==> src/rtl/ptw_pkg.sv <==
package ptw_pkg;

  typedef enum logic [1:0] {
    ACC_READ  = 2'd0,
    ACC_WRITE = 2'd1,
    ACC_EXEC  = 2'd2,
    ACC_RSVD  = 2'd3
  } acc_e;

  typedef enum logic [2:0] {
    FLT_NONE = 3'd0,
    FLT_LEN  = 3'd1,
    FLT_DIR  = 3'd2,
    FLT_LEAF = 3'd3,
    FLT_PERM = 3'd4
  } fault_e;

  typedef enum logic [2:0] {
    ST_IDLE,
    ST_DIR_REQ,
    ST_DIR_WAIT,
    ST_LEAF_REQ,
    ST_LEAF_WAIT,
    ST_WBACK,
    ST_DONE
  } wstate_e;

  // Entry field positions shared by directory and leaf entries
  localparam int E_VALID = 0;
  localparam int E_REF   = 1;
  localparam int E_DIRTY = 2;
  localparam int E_RD    = 3;
  localparam int E_WR    = 4;
  localparam int E_EX    = 5;

endpackage

==> src/rtl/ptw_rst_sync.sv <==
module ptw_rst_sync #(
  parameter int STAGES = 2
) (
  input  logic clk,
  input  logic rst_n_in,
  output logic rst_n_out
);
  logic [STAGES-1:0] sync_q;

  always_ff @(posedge clk or negedge rst_n_in) begin
    if (!rst_n_in) sync_q <= '0;
    else           sync_q <= {sync_q[STAGES-2:0], 1'b1};
  end

  assign rst_n_out = sync_q[STAGES-1];
endmodule

==> src/rtl/ptw_cfg_regs.sv <==
module ptw_cfg_regs #(
  parameter int AW   = 32,
  parameter int L1_W = 10
) (
  input  logic              clk,
  input  logic              rst_n,
  input  logic              cfg_we,
  input  logic              cfg_sel,
  input  logic [AW-1:0]     cfg_wdata,
  output logic [AW-L1_W-3:0] base_o,
  output logic [L1_W:0]     len_o
);
  localparam int BASE_LSB = L1_W + 2;

  logic [AW-BASE_LSB-1:0] base_q, base_d;
  logic [L1_W:0]          len_q, len_d;
  logic                   base_en, len_en;
  logic                   cfg_unused;

  always_comb begin
    base_en = cfg_we && !cfg_sel;
    len_en  = cfg_we &&  cfg_sel;
    base_d  = cfg_wdata[AW-1:BASE_LSB];
    len_d   = cfg_wdata[L1_W:0];
  end

  assign cfg_unused = cfg_wdata[L1_W+1];

  always_ff @(posedge clk or negedge rst_n) begin
    if (!rst_n) begin
      base_q <= '0;
      len_q  <= '0;
    end else begin
      if (base_en) base_q <= base_d;
      if (len_en)  len_q  <= len_d;
    end
  end

  assign base_o = base_q;
  assign len_o  = len_q;


  len_load_chk: assert property (@(posedge clk) disable iff (!rst_n)
    (cfg_we && cfg_sel) |=> (len_o == $past(cfg_wdata[L1_W:0])));
endmodule

==> src/rtl/ptw_pte_eval.sv <==
module ptw_pte_eval
  import ptw_pkg::*;
#(
  parameter int AW    = 32,
  parameter int OFF_W = 13
) (
  input  logic [AW-1:0]       pte,
  input  acc_e                acc,
  output fault_e              fault,
  output logic [AW-OFF_W-1:0] frame,
  output logic [AW-1:0]       pte_new,
  output logic                wb_need
);
  logic perm_ok;
  logic [AW-1:0] set_mask;

  always_comb begin
    unique case (acc)
      ACC_READ:  perm_ok = pte[E_RD];
      ACC_WRITE: perm_ok = pte[E_WR];
      ACC_EXEC:  perm_ok = pte[E_EX];
      default:   perm_ok = 1'b0;
    endcase

    if (!pte[E_VALID])  fault = FLT_LEAF;
    else if (!perm_ok)  fault = FLT_PERM;
    else                fault = FLT_NONE;

    set_mask          = '0;
    set_mask[E_REF]   = 1'b1;
    set_mask[E_DIRTY] = (acc == ACC_WRITE);
    pte_new           = pte | set_mask;
    wb_need           = (fault == FLT_NONE) && (pte_new != pte);
    frame             = pte[AW-1:OFF_W];
  end
endmodule

==> src/rtl/ptw_walk_fsm.sv <==
module ptw_walk_fsm
  import ptw_pkg::*;
#(
  parameter int AW    = 32,
  parameter int L1_W  = 10,
  parameter int L2_W  = 9,
  parameter int OFF_W = 13
) (
  input  logic                  clk,
  input  logic                  rst_n,
  input  logic [AW-L1_W-3:0]    base_i,
  input  logic [L1_W:0]         len_i,
  input  logic                  req_valid,
  output logic                  req_ready,
  input  logic [AW-1:0]         req_vaddr,
  input  logic [1:0]            req_acc,
  output logic                  mem_req_valid,
  input  logic                  mem_req_ready,
  output logic                  mem_req_we,
  output logic [AW-1:0]         mem_req_addr,
  output logic [AW-1:0]         mem_req_wdata,
  input  logic                  mem_rsp_valid,
  input  logic [AW-1:0]         mem_rsp_data,
  output logic                  rsp_valid,
  output logic [AW-1:0]         rsp_paddr,
  output logic [2:0]            rsp_fault
);
  localparam int LOW_W   = L2_W + OFF_W;
  localparam int LEAF_AL = L2_W + 2;

  wstate_e             state_q, state_d;
  logic [LOW_W-1:0]    vlow_q;
  acc_e                acc_q;
  logic [AW-1:0]       addr_q, addr_d, wdata_q, wdata_d, paddr_q, paddr_d;
  fault_e              fault_q, fault_d;
  logic vlow_en, acc_en, addr_en, wdata_en, fault_en, paddr_en;

  logic [L1_W-1:0]     req_idx1;
  logic [L2_W-1:0]     idx2;
  logic [OFF_W-1:0]    offs;

  fault_e              ev_fault;
  logic [AW-OFF_W-1:0] ev_frame;
  logic [AW-1:0]       ev_pte_new;
  logic                ev_wb;

  assign req_idx1 = req_vaddr[AW-1 -: L1_W];
  assign idx2     = vlow_q[OFF_W +: L2_W];
  assign offs     = vlow_q[OFF_W-1:0];

  ptw_pte_eval #(.AW(AW), .OFF_W(OFF_W)) u_eval (
    .pte     (mem_rsp_data),
    .acc     (acc_q),
    .fault   (ev_fault),
    .frame   (ev_frame),
    .pte_new (ev_pte_new),
    .wb_need (ev_wb)
  );

  always_comb begin
    state_d  = state_q;
    vlow_en  = 1'b0;
    acc_en   = 1'b0;
    addr_d   = addr_q;
    addr_en  = 1'b0;
    wdata_d  = ev_pte_new;
    wdata_en = 1'b0;
    fault_d  = fault_q;
    fault_en = 1'b0;
    paddr_d  = paddr_q;
    paddr_en = 1'b0;
    unique case (state_q)
      ST_IDLE: if (req_valid) begin
        vlow_en  = 1'b1;
        acc_en   = 1'b1;
        paddr_en = 1'b1;
        paddr_d  = '0;
        fault_en = 1'b1;
        if ({1'b0, req_idx1} >= len_i) begin
          fault_d = FLT_LEN;
          state_d = ST_DONE;
        end else begin
          fault_d = FLT_NONE;
          addr_en = 1'b1;
          addr_d  = {base_i, req_idx1, 2'b00};
          state_d = ST_DIR_REQ;
        end
      end
      ST_DIR_REQ:  if (mem_req_ready) state_d = ST_DIR_WAIT;
      ST_DIR_WAIT: if (mem_rsp_valid) begin
        if (!mem_rsp_data[E_VALID]) begin
          fault_en = 1'b1;
          fault_d  = FLT_DIR;
          state_d  = ST_DONE;
        end else begin
          addr_en = 1'b1;
          addr_d  = {mem_rsp_data[AW-1:LEAF_AL], idx2, 2'b00};
          state_d = ST_LEAF_REQ;
        end
      end
      ST_LEAF_REQ:  if (mem_req_ready) state_d = ST_LEAF_WAIT;
      ST_LEAF_WAIT: if (mem_rsp_valid) begin
        fault_en = 1'b1;
        fault_d  = ev_fault;
        if (ev_fault != FLT_NONE) begin
          state_d = ST_DONE;
        end else begin
          paddr_en = 1'b1;
          paddr_d  = {ev_frame, offs};
          if (ev_wb) begin
            wdata_en = 1'b1;
            state_d  = ST_WBACK;
          end else begin
            state_d  = ST_DONE;
          end
        end
      end
      ST_WBACK: if (mem_req_ready) state_d = ST_DONE;
      ST_DONE:  state_d = ST_IDLE;
      default:  state_d = ST_IDLE;
    endcase
  end

  always_ff @(posedge clk or negedge rst_n) begin
    if (!rst_n) begin
      state_q <= ST_IDLE;
      vlow_q  <= '0;
      acc_q   <= ACC_READ;
      addr_q  <= '0;
      wdata_q <= '0;
      fault_q <= FLT_NONE;
      paddr_q <= '0;
    end else begin
      state_q <= state_d;
      if (vlow_en)  vlow_q  <= req_vaddr[LOW_W-1:0];
      if (acc_en)   acc_q   <= acc_e'(req_acc);
      if (addr_en)  addr_q  <= addr_d;
      if (wdata_en) wdata_q <= wdata_d;
      if (fault_en) fault_q <= fault_d;
      if (paddr_en) paddr_q <= paddr_d;
    end
  end

  assign req_ready     = (state_q == ST_IDLE);
  assign mem_req_valid = (state_q == ST_DIR_REQ) || (state_q == ST_LEAF_REQ) ||
                         (state_q == ST_WBACK);
  assign mem_req_we    = (state_q == ST_WBACK);
  assign mem_req_addr  = addr_q;
  assign mem_req_wdata = wdata_q;
  assign rsp_valid     = (state_q == ST_DONE);
  assign rsp_paddr     = paddr_q;
  assign rsp_fault     = fault_q;


  ready_busy_chk: assert property (@(posedge clk) disable iff (!rst_n)
    (req_valid && req_ready) |=> !req_ready);


  rsp_pulse_chk: assert property (@(posedge clk) disable iff (!rst_n)
    rsp_valid |=> !rsp_valid);


  mreq_hold_chk: assert property (@(posedge clk) disable iff (!rst_n)
    (mem_req_valid && !mem_req_ready) |=>
      (mem_req_valid && $stable(mem_req_addr) && $stable(mem_req_we) &&
       $stable(mem_req_wdata)));


  dir_stop_chk: assert property (@(posedge clk) disable iff (!rst_n)
    (state_q == ST_DIR_WAIT && mem_rsp_valid && !mem_rsp_data[E_VALID]) |=>
      (rsp_valid && rsp_fault == FLT_DIR && !mem_req_valid));


  wb_ref_chk: assert property (@(posedge clk) disable iff (!rst_n)
    (mem_req_valid && mem_req_we) |-> (mem_req_wdata[E_REF] && mem_req_wdata[E_VALID]));
endmodule

==> src/rtl/ptw_top.sv <==
module ptw_top #(
  parameter int AW         = 32,
  parameter int L1_W       = 10,
  parameter int L2_W       = 9,
  parameter int OFF_W      = 13,
  parameter int RST_STAGES = 2
) (
  input  logic          clk,
  input  logic          rst_n,
  input  logic          cfg_we,
  input  logic          cfg_sel,
  input  logic [AW-1:0] cfg_wdata,
  input  logic          req_valid,
  output logic          req_ready,
  input  logic [AW-1:0] req_vaddr,
  input  logic [1:0]    req_acc,
  output logic          mem_req_valid,
  input  logic          mem_req_ready,
  output logic          mem_req_we,
  output logic [AW-1:0] mem_req_addr,
  output logic [AW-1:0] mem_req_wdata,
  input  logic          mem_rsp_valid,
  input  logic [AW-1:0] mem_rsp_data,
  output logic          rsp_valid,
  output logic [AW-1:0] rsp_paddr,
  output logic [2:0]    rsp_fault
);
  logic                 rst_n_s;
  logic [AW-L1_W-3:0]   base_w;
  logic [L1_W:0]        len_w;

  ptw_rst_sync #(.STAGES(RST_STAGES)) u_rst (
    .clk       (clk),
    .rst_n_in  (rst_n),
    .rst_n_out (rst_n_s)
  );

  ptw_cfg_regs #(.AW(AW), .L1_W(L1_W)) u_cfg (
    .clk       (clk),
    .rst_n     (rst_n_s),
    .cfg_we    (cfg_we),
    .cfg_sel   (cfg_sel),
    .cfg_wdata (cfg_wdata),
    .base_o    (base_w),
    .len_o     (len_w)
  );

  ptw_walk_fsm #(.AW(AW), .L1_W(L1_W), .L2_W(L2_W), .OFF_W(OFF_W)) u_walk (
    .clk           (clk),
    .rst_n         (rst_n_s),
    .base_i        (base_w),
    .len_i         (len_w),
    .req_valid     (req_valid),
    .req_ready     (req_ready),
    .req_vaddr     (req_vaddr),
    .req_acc       (req_acc),
    .mem_req_valid (mem_req_valid),
    .mem_req_ready (mem_req_ready),
    .mem_req_we    (mem_req_we),
    .mem_req_addr  (mem_req_addr),
    .mem_req_wdata (mem_req_wdata),
    .mem_rsp_valid (mem_rsp_valid),
    .mem_rsp_data  (mem_rsp_data),
    .rsp_valid     (rsp_valid),
    .rsp_paddr     (rsp_paddr),
    .rsp_fault     (rsp_fault)
  );
endmodule

==> config.mk <==
export PLATFORM = sky130hd
export DESIGN_NAME = ptw_top
export DESIGN_NICKNAME = d
export VERILOG_FILES = /design/src/rtl/ptw_pkg.sv /design/src/rtl/ptw_rst_sync.sv /design/src/rtl/ptw_cfg_regs.sv /design/src/rtl/ptw_pte_eval.sv /design/src/rtl/ptw_walk_fsm.sv /design/src/rtl/ptw_top.sv
export SDC_FILE = /design/constraint.sdc
export NUM_CORES = 1
export LEC_CHECK = 0
export ABC_AREA = 1
export CAP_MARGIN = 20
export CORE_MARGIN = 3
export CORE_UTILIZATION = 25
export CTS_BUF_LIST = sky130_fd_sc_hd__clkbuf_8
export DETAILED_ROUTE_END_ITERATION = 16
export HOLD_SLACK_MARGIN = 0.06
export SLEW_MARGIN = 20
export SYNTH_ARGS = -nofsm -noshare
export SYNTH_HDL_FRONTEND = slang
export SYNTH_SLANG_ARGS = --single-unit
==> constraint.sdc <==
create_clock -name clk -period 9.5 [get_ports clk]
set_input_delay 1.425 -clock clk [delete_from_list [all_inputs] [get_ports clk]]
set_output_delay 1.425 -clock clk [all_outputs]
set_load 0.01 [all_outputs]
==> metrics.md, run 1 <==
| Metric | Value |
|---|---|
| Status | `complete, no violations` |
| DPL Wire Length | `15600 um` |
| #FFs+latches synth | `157` |
| Crit path top cell by count | `nand3_1` |
| First-pass GRT wire length | `35300 um` |
| WL per Instance | `16.0 um` |
| Synthesized area | `6940 um^2` |
| Post-Place Cells | `1361` |
| FP Rows | `60` |
| Clock Sinks | `157` |
| Crit-path leading delay family | `compound AO/OA/AOI/OAI gates` |
| Diode count | `0` |
| Mapped Cells | `819` |
| RSZ-0062 raised after global routing | `no` |
| MaxCap Viol Count | `0` |
| Max-slew violations | `0` |
| Nets | `1123` |
| CP Data Arrival Time | `4.81 ns` |
| Top fanout value on the critical path | `34` |
| Number of global-route vias before repair | `6245` |
| Hold Path Class | `flop to flop` |
| Finished Core Util | `0.360` |
| Int Power | `0.00177 W` |
| Synth-to-Final Area Change | `40.5%` |
| Ports | `208` |
| Fin area | `9750 um^2` |
| Maximum clock rate | `223 MHz` |
| First drt pass iteration count | `4` |
| Residual DRC | `0` |
| Mapped Avg Cell Area | `8.47 um^2` |
| Fill cells | `2783` |
| Crit start category | `input port` |
| Pwr per Cell Area | `294 nW/um^2` |
| Synth Flop Type | `dfrtp_1` |
| Yosys warns | `0` |
| Worst-case clock buffer depth | `2` |
| Routability Congestion | `0.781` |
| EDFF count, synth | `0` |
| CP Class | `input port to flop` |
| Worst path required time | `9.82 ns` |
| Skew-Pair Late Insertion Delay | `0.46 ns` |
| Vias per cell | `4.32` |
| Pin count of the biggest net entering global routing | `57` |
| Vias post-DR | `6022` |
| Die footprint | `29800 um^2` |
| Buffers plus inverters on the worst setup path | `2` |
| Final-report hold violation count | `0` |
| Crit-path cells | `clkdlybuf4s50_1 > nand3_1 > nand3_1 > nand3_2 > a21oi_4 > inv_2 > nand2_1 > o21ai_1` |
| Initial antenna violation count | `1` |
| GRT overflow | `0` |
| Global Route Usage Sum | `0.150` |
| Post-synthesis sequential area ratio | `0.566` |
| Multi-input logic area | `2660 um^2` |
| Fin cells | `1393` |
| Rel. slew slack | `0.313` |
| CTS tree | `built` |
| NetSw | `0.00109 W` |
| Sequential cell area | `3930 um^2` |
| Die Y | `173 um` |
| Post-synth cell types | `28` |
| Routed Antenna Nets | `0` |
| H-tree Lvls | `4` |
| Combinational share of power | `0.427` |
| Total CTS buffers | `17` |
| Postcts setup bufs | `0` |
| Worst-path clk slew | `0.10 ns` |
| Count of final setup violators | `0` |
| # resized after CTS | `0` |
| Ys async rst share | `1.00` |
| Tmin final | `4.49 ns` |
| Layout cell share with drive strength beyond 1 | `0.0764` |
| 1st-iter DRT viols | `346` |
| Slowest stage cell, crit path | `a21oi_4` |
| P_leak | `4.83 nW` |
| Core Area | `27100 um^2` |
| Setup TNS | `0 ns` |
| Placed instance area | `9330 um^2` |
| Max IR drop VDD | `128 uV` |
| Skew final | `0.0202 ns` |
| Worst Tran Pin Value | `1.03 ns` |
| Initial Util | `0.256` |
| Final period utilization | `0.472` |
| Max incr delay on CP | `1.11 ns` |
| Drt total wl | `22300 um` |
| Hold-fix buffers, CTS | `0` |
| Switch share | `0.382` |
| Sequential power share | `0.382` |
| Crit end category | `flop` |
| Die width | `173 um` |
| I/O Buffers | `204` |
| Clock power share | `0.191` |
| CTS root buffer | `clkbuf_8` |
[synthesized netlist by cell type (2+ instances only)]
cell type / number / area share
a21oi_1: 18 / 0.013
buf_1: 5 / 0.0027
buf_2: 16 / 0.012
buf_4: 7 / 0.0076
clkbuf_1: 17 / 0.0092
conb_1: 2 / 0.0011
dfrtp_1: 157 / 0.57
ha_1: 10 / 0.018
inv_1: 32 / 0.017
inv_2: 4 / 0.0022
mux2_2: 21 / 0.034
nand2_1: 381 / 0.21
nand3_1: 103 / 0.074
nor2_1: 22 / 0.012
nor3_1: 3 / 0.0022
o21ai_0: 8 / 0.0058
or2_2: 2 / 0.0018
[cell usage in the layout, fill, tap and decap left out, types with 3 or more instances in the layout]
master	synthesis	final
inv_2	4	4
a21oi_1	18	18
mux2_2	21	21
buf_4	7	11
conb_1	2	3
ha_1	10	10
inv_8	0	3
nand2_1	381	380
inv_6	0	5
clkbuf_8	0	18
dfrtp_1	157	156
inv_1	32	32
o21ai_0	8	8
nand3_1	103	102
nor3_1	3	3
nor2_1	22	22
clkdlybuf4s50_1	0	204
[power by group through the flow]
stage | sequential [W] | clock (W) | combinational (W)
final | 0.00109 | 0.000547 | 0.00122
after global routing | 0.00113 | 0.000591 | 0.00136
after CTS | 0.00109 | 0.000568 | 0.00125
after detailed placement | 0.00111 | 0 | 0.00124
after global placement | 0.00110 | 0 | 0.00122
after floorplan | 0.00118 | 0 | 0.000512
[registers in the layout, indices dropped and copies added (netlist names)]
signal	count
u_cfg.base_o	20
u_cfg.len_o	11
u_rst.sync_q	2
u_walk.acc_q	2
u_walk.mem_req_addr	30
u_walk.mem_req_wdata	32
u_walk.rsp_fault	3
u_walk.rsp_paddr	32
u_walk.state_q	3
u_walk.vlow_q	22
[per-stage QoR]
step                hold slack [ns]  worst slack (ns)  power, W
floorplan                     0.331              4.80   0.00169
global placement              0.335              4.52   0.00232
detailed placement            0.340              4.45   0.00235
CTS                           0.365              4.94   0.00291
global route                  0.384              4.69   0.00308
finish                        0.361              5.01   0.00286
[logic make-up after synthesis]
family,after synthesis,synth area share
buf+inv,83,0.0526
fa+ha+maj,10,0.0180
simple gates,517,0.305
other cells,2,0.00108
compound gates,29,0.0229
flops,157,0.566
mux,21,0.0341
[worst register-to-register path, delay by kind of cell (launching register included)]
kind            cells  cell delay (ns)
flops               1             0.49
simple gates        4             1.06
buf+inv             2             0.69
compound gates      2             1.19
[final timing paths]
check / slack, ns / start / endpoint / cells after the start
setup / recovery: 5.01 / mem_rsp_data[4] / u_walk.mem_req_wdata[2]$_DFFE_PN0P_ / 8
hold / removal: 0.36 / u_rst.sync_q[0]$_DFF_PN0_ / u_rst.sync_q[1]$_DFF_PN0_ / 0
setup reg to reg: 5.94 / u_walk.state_q[1]$_DFFE_PN0P_ / u_walk.mem_req_wdata[2]$_DFFE_PN0P_ / 8
hold reg to reg: 0.36 / u_rst.sync_q[0]$_DFF_PN0_ / u_rst.sync_q[1]$_DFF_PN0_ / 0
max in group asynchronous: 7.23 / u_rst.sync_q[1]$_DFF_PN0_ / u_walk.state_q[1]$_DFFE_PN0P_ / 2
min in group asynchronous: 0.40 / u_rst.sync_q[1]$_DFF_PN0_ / u_walk.vlow_q[2]$_DFFE_PN0P_ / 0
[layer usage]
| layer | routed length (um) | vias up | part of all wire | track usage |
|---|---|---|---|---|
| met1 | 10400 | 2889 | 0.46 | 0.200 |
| met5 | 17 | - | 0.00076 | 0 |
| met3 | 1220 | 24 | 0.055 | 0.0424 |
| met2 | 10300 | 157 | 0.46 | 0.237 |
| met4 | 398 | 2 | 0.018 | 0.0490 |
| li1 | - | 2950 | - | - |
[layout make-up]
| cell class | instances | area share |
|---|---|---|
| Clock buffer | 18 | 0.0254 |
| Timing Repair Buffer | 215 | 0.218 |
| Inverter | 37 | 0.0142 |
| Sequential cell | 157 | 0.403 |
| Clock inverter | 14 | 0.0180 |
| Multi-Input combinational cell | 580 | 0.273 |
| Tap cell | 372 | 0.0477 |
(Power assumes the default switching activity.)
==> inputs of run 2 (changes only) <==
==> constraint.sdc (replaced) <==
create_clock -name clk -period 4.2 [get_ports clk]
set_input_delay 0.63 -clock clk [delete_from_list [all_inputs] [get_ports clk]]
set_output_delay 0.63 -clock clk [all_outputs]
set_load 0.01 [all_outputs]
==> run 2 against run 1 <==
First-iteration DRC count up 19%. Combinational power up 130%. Critical path depth down 4. Clock-buffer cell count down 1. Die area unchanged. Worst hold slack worse by 0.034 ns. Sequential power up 130%. Design area about the same. Global-route usage up 0.30 points. Wire length up 0.23%. Largest power group unchanged.
==> metrics.md, run 2 (synthesis gave the netlist of run 1 again) <==
| Metric | Value |
|---|---|
| Combinational share of power | `0.434` |
| Worst-path clk slew | `0.11 ns` |
| Clock Sinks | `157` |
| Pin count of the biggest net entering global routing | `70` |
| Routability Congestion | `0.755` |
| P_leak | `4.84 nW` |
| Die width | `173 um` |
| Core Area | `27100 um^2` |
| Initial Util | `0.256` |
| First drt pass iteration count | `5` |
| Postcts setup bufs | `0` |
| # resized after CTS | `0` |
| Layout cell share with drive strength beyond 1 | `0.0782` |
| CP Class | `flop to output port` |
| GRT overflow | `0` |
| Max-slew violations | `0` |
| Nets | `1125` |
| 1st-iter DRT viols | `411` |
| Skew-Pair Late Insertion Delay | `0.45 ns` |
| Die Y | `173 um` |
| Skew final | `0.0169 ns` |
| Pwr per Cell Area | `657 nW/um^2` |
| Status | `complete, no violations` |
| RSZ-0062 raised after global routing | `no` |
| Most frequent cells in the layout | `nand2_1, clkdlybuf4s50_1, dfrtp_1` |
| Routed Antenna Nets | `0` |
| Hold-fix buffers, CTS | `0` |
| Fin area | `9750 um^2` |
| Worst path required time | `3.57 ns` |
| Top fanout value on the critical path | `5` |
| Crit-path leading delay family | `buffers and inverters` |
| First-pass GRT wire length | `36200 um` |
| Total CTS buffers | `17` |
| Residual DRC | `0` |
| Post-Place Cells | `1363` |
| Clock power share | `0.179` |
| Number of global-route vias before repair | `6241` |
| Fin cells | `1395` |
| Vias post-DR | `6097` |
| MaxCap Viol Count | `0` |
| Worst-case clock buffer depth | `2` |
| H-tree Lvls | `4` |
| Hold Path Class | `input port to async pin` |
| Vias per cell | `4.37` |
| Buffers plus inverters on the worst setup path | `2` |
| Final period utilization | `0.625` |
| Final-report hold violation count | `0` |
| Diode count | `0` |
| I/O Buffers | `204` |
| NetSw | `0.00247 W` |
| Die footprint | `29800 um^2` |
| Synth-to-Final Area Change | `40.4%` |
| Commonest non-fill, non-tap cell in the layout | `nand2_1` |
| FP Rows | `60` |
| Reg-to-reg startpoint | `u_walk.state_q[1]$_DFFE_PN0P_` |
| WL per Instance | `16.1 um` |
| CP startpoint | `u_walk.state_q[2]$_DFFE_PN0P_` |
| Initial antenna violation count | `1` |
| Slowest stage cell, crit path | `clkdlybuf4s50_1` |
| CTS root buffer | `clkbuf_8` |
| Max incr delay on CP | `0.62 ns` |
| Count of final setup violators | `0` |
| Global Route Usage Sum | `0.153` |
| Pre-CTS WS | `1.13 ns` |
| Min setup slack post-route | `1.57 ns` |
| Crit-path cells | `inv_1 > nand2_1 > nor2_1 > clkdlybuf4s50_1` |
| Placed instance area | `9360 um^2` |
| DPL Wire Length | `15600 um` |
| Ports | `208` |
| Tmin final | `2.63 ns` |
| CP Data Arrival Time | `2.00 ns` |
| Max IR drop VDD | `258 uV` |
| CTS tree | `built` |
| Int Power | `0.00393 W` |
| Rel. slew slack | `0.439` |
| Drt total wl | `22400 um` |
| Sequential power share | `0.387` |
| Setup TNS | `0 ns` |
| Switch share | `0.386` |
| Worst Tran Pin Value | `0.842 ns` |
| Crit end category | `output port` |
| Maximum clock rate | `381 MHz` |
| Crit start category | `flop` |
[run 2: changes by cell type in the layout (fill, tap and decap cells not counted), moves of 2 or more]
cell / change
buf_12: +2
clkinv_4: +2
inv_6: +3
inv_8: -2
[run 2: final cells by class]
class | instances | area, um^2
fill | 2853 | 17400
sequential | 157 | 3930
multi-input combinational | 580 | 2660
timing repair buffer | 217 | 2160
tap | 372 | 465
clock buffer | 17 | 234
clock inverter | 15 | 148
inverter | 37 | 139
[run 2: worst paths after layout]
check | cells past startpoint | end | slack, ns
worst max-delay path | 4 | req_ready | 1.57
worst min-delay path | 1 | u_rst.sync_q[1]$_DFF_PN0_ | 0.33
worst max register to register | 9 | u_walk.mem_req_wdata[2]$_DFFE_PN0P_ | 1.76
worst min register to register | 0 | u_rst.sync_q[1]$_DFF_PN0_ | 0.36
max in group asynchronous | 1 | u_walk.mem_req_wdata[8]$_DFFE_PN0P_ | 2.83
min in group clk | 0 | u_rst.sync_q[1]$_DFF_PN0_ | 0.36
[run 2: layer usage]
layer	up-vias	track usage	wire length, um
li1	2967	-	-
met1	2928	0.204	10200
met2	183	0.249	10500
met3	17	0.0419	1380
met4	2	0.0385	262
met5	-	0	20
[run 2: worst reg2reg max path: cells and delay by family, from the launching register on]
| family | cells | cell delay [ns] |
|---|---|---|
| buffers and inverters | 3 | 0.89 |
| and+or+nand+nor | 4 | 0.66 |
| DFF | 1 | 0.50 |
| AOI/OAI and AO/OA | 2 | 0.27 |
[run 2: through the flow]
| step | util | hold slack [ns] | power (W) |
|---|---|---|---|
| 6_report | 0.360 | 0.327 | 0.00640 |
| 4_1_cts | 0.360 | 0.284 | 0.00652 |
| 3_5_place_dp | 0.345 | 0.338 | 0.00533 |
| 2_1_floorplan | - | 0.331 | 0.00382 |
| 3_3_place_gp | 0.345 | 0.334 | 0.00529 |
| 5_1_grt | 0.360 | 0.279 | 0.00693 |
[run 2: power by group through the flow]
stage | Combinational (W) | Clock, W | Sequential [W]
final | 0.00278 | 0.00114 | 0.00248
after global routing | 0.00310 | 0.00126 | 0.00256
after CTS | 0.00283 | 0.00120 | 0.00248
after detailed placement | 0.00282 | 0 | 0.00251
after global placement | 0.00280 | 0 | 0.00249
after floorplan | 0.00116 | 0 | 0.00266
==> inputs of run 3 (changes only) <==
==> constraint.sdc (replaced) <==
create_clock -name clk -period 2.1 [get_ports clk]
set_input_delay 0.315 -clock clk [delete_from_list [all_inputs] [get_ports clk]]
set_output_delay 0.315 -clock clk [all_outputs]
set_load 0.01 [all_outputs]
==> run 3 against run 2 <==
Clock skew down 0.0068 ns. Wire length shrank 1.4%. Critical path depth decreased by 1. Sequential power rose by 99%. Die area unchanged. Critical path type unchanged. Global-route usage shrank 0.23 points. Largest power group unchanged.
==> metrics.md, run 3 (synthesis gave the netlist of run 1 again) <==
| Metric | Value |
|---|---|
| Status | `complete, no violations` |
| Worst-path clk slew | `0.09 ns` |
| Top fanout value on the critical path | `7` |
| MaxCap Viol Count | `0` |
| Maximum clock rate | `509 MHz` |
| Diode count | `0` |
| CP endpoint | `rsp_valid` |
| CTS root buffer | `clkbuf_8` |
| Ports | `208` |
| Initial Util | `0.256` |
| Reg-to-reg startpoint | `u_cfg.len_o[9]$_DFFE_PN0P_` |
| Placed instance area | `9560 um^2` |
| Routability Congestion | `0.784` |
| Crit-path leading delay family | `buffers and inverters` |
| Hold WS | `0.116 ns` |
| Final period utilization | `0.936` |
| Synth-to-Final Area Change | `43.9%` |
| Most frequent cells in the layout | `nand2_1, clkdlybuf4s50_1, dfrtp_1` |
| Final-report hold violation count | `0` |
| First-pass GRT wire length | `35700 um` |
| Reg-to-reg endpoint | `u_walk.mem_req_addr[23]$_DFFE_PN0P_` |
| Crit end category | `output port` |
| R2r worst-path depth | `12` |
| WP depth | `3` |
| Multi-input logic area | `2670 um^2` |
| P_leak | `4.96 nW` |
| Crit-path cells | `nand2_1 > nor2_1 > clkdlybuf4s50_1` |
| Postcts setup bufs | `0` |
| Post-Place Cells | `1384` |
| Worst path required time | `1.78 ns` |
| Crit start category | `flop` |
| Count of final setup violators | `0` |
| Vias post-DR | `6124` |
| Worst-case clock buffer depth | `2` |
| Rel. slew slack | `0.604` |
| Buffers plus inverters on the worst setup path | `1` |
| Die footprint | `29800 um^2` |
| Routed Antenna Nets | `0` |
| FP Rows | `60` |
| H-tree Lvls | `4` |
| Pwr per Cell Area | `1310 nW/um^2` |
| RSZ-0062 raised after global routing | `no` |
| 1st-iter DRT viols | `287` |
| Number of global-route vias before repair | `6394` |
| Die width | `173 um` |
| DPL Wire Length | `16000 um` |
| Tmin final | `1.97 ns` |
| Skew-Pair Late Insertion Delay | `0.45 ns` |
| Pin count of the biggest net entering global routing | `71` |
| I/O Buffers | `204` |
| Worst reg2reg setup slack | `0.25 ns` |
| Total CTS buffers | `17` |
| GRT overflow | `0` |
| Commonest non-fill, non-tap cell in the layout | `nand2_1` |
| First drt pass iteration count | `4` |
| Hold Path Class | `flop to async pin` |
| Slowest stage cell, crit path | `clkdlybuf4s50_1` |
| Core Area | `27100 um^2` |
| Initial antenna violation count | `1` |
| Worst Tran Pin Value | `0.593 ns` |
| Max incr delay on CP | `0.55 ns` |
| Global Route Usage Sum | `0.151` |
| Vias per cell | `4.32` |
| Sequential cell area | `3940 um^2` |
| Skew final | `0.0102 ns` |
| Fin cells | `1417` |
| Clock Sinks | `157` |
| Layout cell share with drive strength beyond 1 | `0.0986` |
| Drt total wl | `22100 um` |
| CP Class | `flop to output port` |
| Residual DRC | `0` |
| Max-slew violations | `0` |
| Die Y | `173 um` |
| Fill cells | `2789` |
| CP Data Arrival Time | `1.65 ns` |
| Max IR drop VDD | `532 uV` |
| Nets | `1147` |
| CTS tree | `built` |
| Fin area | `9990 um^2` |
| WL per Instance | `15.6 um` |
| CP startpoint | `u_walk.state_q[1]$_DFFE_PN0P_` |
## run 3: cell types whose count changed in the layout (fill, tap and decap cells not counted), moves of 2 or more
cell / previous run / this run
bufinv_16: 1 / 3
dlygate4sd2_1: 0 / 3
dfrtp_1: 156 / 154
clkinvlp_4: 0 / 5
buf_4: 11 / 28
buf_12: 2 / 5
clkdlybuf4s50_1: 204 / 201
clkinv_4: 3 / 1
inv_6: 8 / 2
dfrtp_2: 0 / 2
## run 3: how the worst min path moves through the flow
| stage | end | slack (ns) | cells past startpoint |
|---|---|---|---|
| 2_1_floorplan | u_rst.sync_q[0]$_DFF_PN0_ | 0.02 | 0 |
| 3_3_place_gp | u_walk.vlow_q[7]$_DFFE_PN0P_ | 0.11 | 0 |
| 6_report | u_walk.vlow_q[7]$_DFFE_PN0P_ | 0.12 | 0 |
| 4_1_cts | u_walk.vlow_q[7]$_DFFE_PN0P_ | 0.12 | 0 |
| 3_5_place_dp | u_walk.vlow_q[7]$_DFFE_PN0P_ | 0.11 | 0 |
| 5_1_grt | u_walk.vlow_q[2]$_DFFE_PN0P_ | 0.13 | 0 |
## run 3: where the power goes
group	internal [W]	switching (W)	leakage, nW
Combinational	0.00279	0.00296	2.78
Clock	0.00117	0.00121	0.196
Sequential	0.00424	0.000697	1.99
Total	0.00820	0.00486	4.96
## run 3: metal layers
metal | track usage | up-vias | part of all wire
met5 | 0 | - | 0.00059
met4 | 0.0466 | 2 | 0.017
met3 | 0.0417 | 24 | 0.053
met2 | 0.249 | 156 | 0.47
met1 | 0.194 | 2942 | 0.46
li1 | - | 3000 | -
## run 3: layout make-up
class	count	share of cell area
clock buffer	17	0.0234
sequential	157	0.394
timing repair buffer	239	0.237
tap	372	0.0466
inverter	37	0.0139
clock inverter	15	0.0173
multi-input combinational	580	0.267
## run 3: per-stage QoR
| stage | setup TNS, ns | util | setup WS, ns | power, W |
|---|---|---|---|---|
| 4_1_cts | 0 | 0.368 | 0.0560 | 0.0133 |
| 3_3_place_gp | -4.77 | 0.353 | -0.180 | 0.0107 |
| 2_1_floorplan | 0 | - | 0.443 | 0.00764 |
| 6_report | 0 | 0.368 | 0.135 | 0.0131 |
| 3_5_place_dp | -5.98 | 0.353 | -0.225 | 0.0108 |
| 5_1_grt | 0 | 0.368 | 0.00342 | 0.0141 |
## run 3: worst reg2reg max path, stage by stage, from the launching register on
cell and delay [ns]:
dfrtp_1 0.33, inv_1 0.05, ha_1 0.27, inv_1 0.05, nor3_2 0.20, inv_1 0.06, nor2_1 0.11, nand2_1 0.09
nand3_1 0.12, nand2_1 0.11, buf_4 0.21, nand2_1 0.09, nand2_1 0.05
## run 3: what timing repair did
| item | in CTS | in global routing |
|---|---|---|
| gates resized for setup | 4 | 4 |
| endpoints found under the setup margin | 4 | 28 |
| cloned | 0 | 0 |
| hold buffers | 1 | 0 |
| endpoints found under the hold margin | 2 | 0 |
